==> config.mk <==
export PLATFORM = sky130hd
export DESIGN_NAME = mfx_unit
export DESIGN_NICKNAME = d
export VERILOG_FILES = /design/src/rtl/mfx_pkg.sv /design/src/rtl/mfx_ctrl.sv /design/src/rtl/mfx_datapath.sv /design/src/rtl/mfx_unit.sv
export SDC_FILE = /design/constraint.sdc
export NUM_CORES = 1
export LEC_CHECK = 0
export ABC_AREA = 1
export BUFFER_PORTS_ARGS = -buffer_cell sky130_fd_sc_hd__buf_2
export CAP_MARGIN = 20
export CELL_PAD_IN_SITES_DETAIL_PLACEMENT = 0
export CELL_PAD_IN_SITES_GLOBAL_PLACEMENT = 1
export CORE_UTILIZATION = 20
export CTS_CLUSTER_SIZE = 24
export DETAILED_ROUTE_END_ITERATION = 10
export GPL_TIMING_DRIVEN = 0
export PLACE_DENSITY_LB_ADDON = 0.1
export SLEW_MARGIN = 20
export SYNTH_ARGS = -nofsm -noshare
export SYNTH_HDL_FRONTEND = slang
export SYNTH_SLANG_ARGS = --single-unit
==> constraint.sdc <==
create_clock -name clk -period 0.84 [get_ports clk]
set_input_delay 0.126 -clock clk [delete_from_list [all_inputs] [get_ports clk]]
set_output_delay 0.126 -clock clk [all_outputs]
set_load 0.02 [all_outputs]
==> src/rtl/mfx_pkg.sv <==
package mfx_pkg;
  typedef enum logic [1:0] {
    ACC_FETCH = 2'd0,
    ACC_PTR   = 2'd1,
    ACC_IND   = 2'd2,
    ACC_DIR   = 2'd3
  } accKind_t;

  // strobes from the control to the bank datapath
  typedef struct packed {
    logic loadDf;
    logic copyIf;
    logic useDf;
    logic ioHit;
    logic memHit;
  } fieldCtl_t;
endpackage

==> src/rtl/mfx_ctrl.sv <==
module mfx_ctrl
  import mfx_pkg::*;
#(
  parameter int WordW = 12
) (
  input  logic             clk,
  input  logic             rst,
  input  logic             accValid,
  input  accKind_t         accKind,
  input  logic             accWrite,
  input  logic [WordW-1:0] cpuAddr,
  input  logic [WordW-1:0] wrData,
  input  logic             jumpTaken,
  output fieldCtl_t        ctl
);
  localparam int TagW = 4;
  localparam logic [WordW-1:0] IoAddr = '1;
  localparam logic [TagW-1:0] SetTag = 4'hC;

  logic isIo;
  logic isOperand;
  logic tagMatch;

  assign isIo      = (cpuAddr == IoAddr);
  assign isOperand = (accKind == ACC_IND) || (accKind == ACC_DIR);
  assign tagMatch  = (wrData[WordW-1 -: TagW] == SetTag);

  always_comb begin
    ctl        = '0;
    ctl.ioHit  = accValid && isIo;
    ctl.memHit = accValid && !isIo;
    ctl.useDf  = accValid && (accKind == ACC_IND);
    ctl.loadDf = accValid && accWrite && isOperand && isIo && tagMatch;
    ctl.copyIf = jumpTaken;
  end

  // an I/O hit never reaches memory
  assert_io_not_mem_R8: assert property (@(posedge clk) disable iff (rst)
    ctl.ioHit |-> !ctl.memHit);

  // nothing is selected without a valid access
  assert_idle_quiet_R9: assert property (@(posedge clk) disable iff (rst)
    !accValid |-> (!ctl.ioHit && !ctl.memHit && !ctl.loadDf));

  // input assumption: no bank store while a jump is taken
  assert_no_jump_store_R6: assert property (@(posedge clk) disable iff (rst)
    ctl.copyIf |-> !ctl.loadDf);
endmodule

==> src/rtl/mfx_datapath.sv <==
module mfx_datapath
  import mfx_pkg::*;
#(
  parameter int WordW  = 12,
  parameter int FieldW = 3
) (
  input  logic                    clk,
  input  logic                    rst,
  input  fieldCtl_t               ctl,
  input  logic [WordW-1:0]        cpuAddr,
  input  logic [WordW-1:0]        wrData,
  output logic [FieldW+WordW-1:0] physAddr,
  output logic                    memEn,
  output logic                    ioSel
);
  logic [FieldW-1:0] dfReg;
  logic [FieldW-1:0] ifReg;
  logic [FieldW-1:0] bankSel;

  always_ff @(posedge clk) begin
    if (rst) begin
      dfReg <= '0;
      ifReg <= '0;
    end else begin
      if (ctl.loadDf) dfReg <= wrData[FieldW-1:0];
      if (ctl.copyIf) ifReg <= dfReg;
    end
  end

  assign bankSel  = ctl.useDf ? dfReg : ifReg;
  assign physAddr = {bankSel, cpuAddr};
  assign memEn    = ctl.memHit;
  assign ioSel    = ctl.ioHit;

  // reset leaves both banks at zero
  assert_reset_clear_R1: assert property (@(posedge clk)
    rst |=> (dfReg == '0 && ifReg == '0));

  // a taken jump moves the old data bank into the code bank
  assert_jump_copy_R6: assert property (@(posedge clk) disable iff (rst)
    ctl.copyIf |=> (ifReg == $past(dfReg)));

  // without a jump the code bank holds
  assert_if_hold_R7: assert property (@(posedge clk) disable iff (rst)
    !ctl.copyIf |=> $stable(ifReg));

  // without a bank store the data bank holds
  assert_df_hold_R5: assert property (@(posedge clk) disable iff (rst)
    !ctl.loadDf |=> $stable(dfReg));
endmodule

==> src/rtl/mfx_unit.sv <==
module mfx_unit
  import mfx_pkg::*;
#(
  parameter int FieldW = 3
) (
  input  logic               clk,
  input  logic               rst,
  input  logic               accValid,
  input  logic [1:0]         accKind,
  input  logic               accWrite,
  input  logic [11:0]        cpuAddr,
  input  logic [11:0]        wrData,
  input  logic               jumpTaken,
  output logic [FieldW+11:0] physAddr,
  output logic               memEn,
  output logic               ioSel
);
  localparam int WordW = 12;

  fieldCtl_t ctl;

  mfx_ctrl #(.WordW(WordW)) u_ctrl (
    .clk       (clk),
    .rst       (rst),
    .accValid  (accValid),
    .accKind   (accKind_t'(accKind)),
    .accWrite  (accWrite),
    .cpuAddr   (cpuAddr),
    .wrData    (wrData),
    .jumpTaken (jumpTaken),
    .ctl       (ctl)
  );

  mfx_datapath #(.WordW(WordW), .FieldW(FieldW)) u_dp (
    .clk      (clk),
    .rst      (rst),
    .ctl      (ctl),
    .cpuAddr  (cpuAddr),
    .wrData   (wrData),
    .physAddr (physAddr),
    .memEn    (memEn),
    .ioSel    (ioSel)
  );
endmodule

==> impl_metrics.py <==
metrics = {
    "status": {
        "violations": "negative setup slack",
        "status": "finished, violations left",
    },
    "floorplan": {
        "pin_count": 48,
        "fp.dieW_um": 51.4,
        "die_height_um": 51.4,
        "start_util": 0.216,
        "coreArea_sq_um": 2250,
        "die_area_sq_um": 2640,
        "rows": 17,
    },
    "min_path": {
        "hold-path-endpoint": "u_dp.ifReg[2]",
        "min_from": "jumpTaken",
        "hold_depth": 3,
        "hold_class": "input port to flip-flop",
    },
    "setup_path": {
        "rr_endpoint": "u_dp.dfReg[1]",
        "cp.arrival_ps": 950,
        "end_kind": "primary output",
        "rr_worst_depth": 3,
        "critPathLaunchType": "flip-flop",
        "path_max_fanout": 2,
        "rrSetupSlack_ps": 150,
        "timing.rr.start": "u_dp.dfReg[1]",
        "path_class": "flip-flop to primary output",
        "required_ps": 710,
    },
    "timing": {
        "finalSetupViolCount": 3,
        "final.setup.tns_ps": -713,
        "fin_hold_ws_ps": 172,
        "fmax_mhz": 927,
        "slew_headroom": 0.852,
        "skew_ps": 2.48,
        "final.min_clock_period_ps": 1080,
        "setup_ws_ps": -238,
        "hold_viol": 0,
        "fin_crit_sh": 1.28,
        "worst_pin_slew_ps": 221,
        "rsz0062_at_grt": "yes",
        "finalMaxSlewViolations": 0,
    },
    "cells_and_area": {
        "diodes": 0,
        "nets": 165,
        "final_common_cell": "buf_2",
        "drive_gt1_frac": 0.644,
        "most-common-layout-cells": "buf_2 (25), buf_4 (20), nor2_1 (17), buf_6 (12), nand2_1 (11)",
        "syn2layout_area_growth_pct": 104,
        "fin_util": 0.441,
    },
    "cts": {
        "cts_tree": "yes",
        "clkSlewWorstSetupHoldPaths_ps": 40,
        "cts.sinks": 6,
        "holdBufCountCts": 0,
        "cts_buffer_depth": 2,
        "cts_buffers": 3,
        "htree_levels": 1,
        "clk_latency_ps": 250,
        "cts_root_buf": "clkbuf_4",
    },
    "drt": {
        "routedWlPerCell_um": 8.79,
        "first_iter_violations": 5,
        "ant_nets": 0,
        "remaining_drc_errors": 0,
        "vias": 639,
        "wl_mm": 1.41,
        "firstDrtPassIters": 3,
        "post_drt_via_cell_ratio": 3.99,
    },
    "grt": {
        "grt_pass1_vias": 527,
        "antenna_found_initial": 0,
        "grt_util_all_layers": 0.111,
        "grt-ovfl-total": 0,
        "grt_pass1_wl_mm": 2.08,
        "grt_max_degree": 7,
    },
    "placed_design": {
        "detailed_place_hpwl_mm": 1.05,
        "place_congestion": 0.728,
        "place_ws_ps": -235,
        "port_buffers": 42,
    },
    "synthesis": {
        "seq_area_frac_synth": 0.246,
        "syn_inst": 80,
        "ys_warn_count": 0,
        "synth_area_sq_um": 488,
        "syn_nets": 111,
        "syn_area_per_cell_sq_um": 6.10,
        "ys_seq_elements": 6,
        "synthDistinctLibCells": 11,
    },
    "pwr": {
        "irDropWorstVdd_v": 0.00108,
        "p_per_area_nw_per_um2": 923,
        "total_power_uw": 918,
        "p_leak_uw": 0.000535,
    },
    "job": {
        "cap_viol_max_count": 0,
    },
}
[cell type report]
| class | instances | area, sq um |
|---|---|---|
| Clock buffer | 3 | 22.5 |
| Fill cell | 270 | 1260 |
| Sequential cell | 6 | 125 |
| Timing Repair Buffer | 49 | 380 |
| Tap cell | 28 | 35.0 |
| Buffer | 12 | 90.1 |
| Inverter | 9 | 33.8 |
| Multi-Input combinational cell | 53 | 308 |
[what timing repair did]
| action | 4_1_cts | 5_1_grt |
|---|---|---|
| endpoints found under the setup margin | 5 | 8 |
| pin swaps | 9 | 8 |
| cloned | 0 | 0 |
| setup buffers | 7 | 0 |
| gates resized for setup | 36 | 12 |
[worst max-delay path by stage]
stage                               to           from  slack (ps)
after floorplan                  ioSel     cpuAddr[9]           7
after global placement    physAddr[14]       accValid        -230
after detailed placement  physAddr[12]       accValid        -240
after CTS                 physAddr[12]  u_dp.dfReg[0]        -250
after global routing      physAddr[14]  u_dp.dfReg[2]        -280
final                     physAddr[13]  u_dp.dfReg[1]        -240
[sequential cells by signal, summed over array words and instances (netlist names)]
register	flops
u_dp.dfReg	3
u_dp.ifReg	3
[logic make-up (layout without fill, tap and decap cells)]
kind of cell | after synthesis | after routing | share of synthesized area
simple gates | 47 | 47 | 0.400
buf+inv | 21 | 73 | 0.254
flops | 6 | 6 | 0.246
compound gates | 3 | 3 | 0.0308
mux | 3 | 3 | 0.0692
[power breakdown]
| part | leakage (uW) | internal (uW) | switching, uW |
|---|---|---|---|
| clock network | 0.0000138 | 162 | 104 |
| registers | 0.0000508 | 293 | 3.19 |
| logic | 0.000470 | 198 | 159 |
[critical path: stages, from the launching register on]
cell     delay (ps)
dfxtp_2         310
mux2_4          270
buf_6           130
[synthesized netlist by cell type]
master / count / share of area
nor2_1: 21 / 0.16
nand2_1: 16 / 0.12
o21ai_0: 3 / 0.031
mux2_2: 3 / 0.069
nand3_1: 5 / 0.051
nand4_1: 2 / 0.026
nor2_2: 2 / 0.026
inv_1: 9 / 0.069
nand2_2: 1 / 0.013
dfxtp_1: 6 / 0.25
buf_4: 12 / 0.18
[metal layers]
metal | wire, um | GRT usage | vias to the layer above
li1 | - | - | 341
met1 | 636 | 0.133 | 270
met2 | 638 | 0.160 | 26
met3 | 122 | 0.0565 | 2
met4 | 8 | 0.0541 | 0
met5 | 0 | 0 | -
[per-stage QoR]
step,std cells,area (sq um)
2_1_floorplan,80,488
3_3_place_gp,150,733
3_5_place_dp,150,733
4_1_cts,160,953
5_1_grt,160,995
6_report,160,995
(Power assumes the default switching activity.)
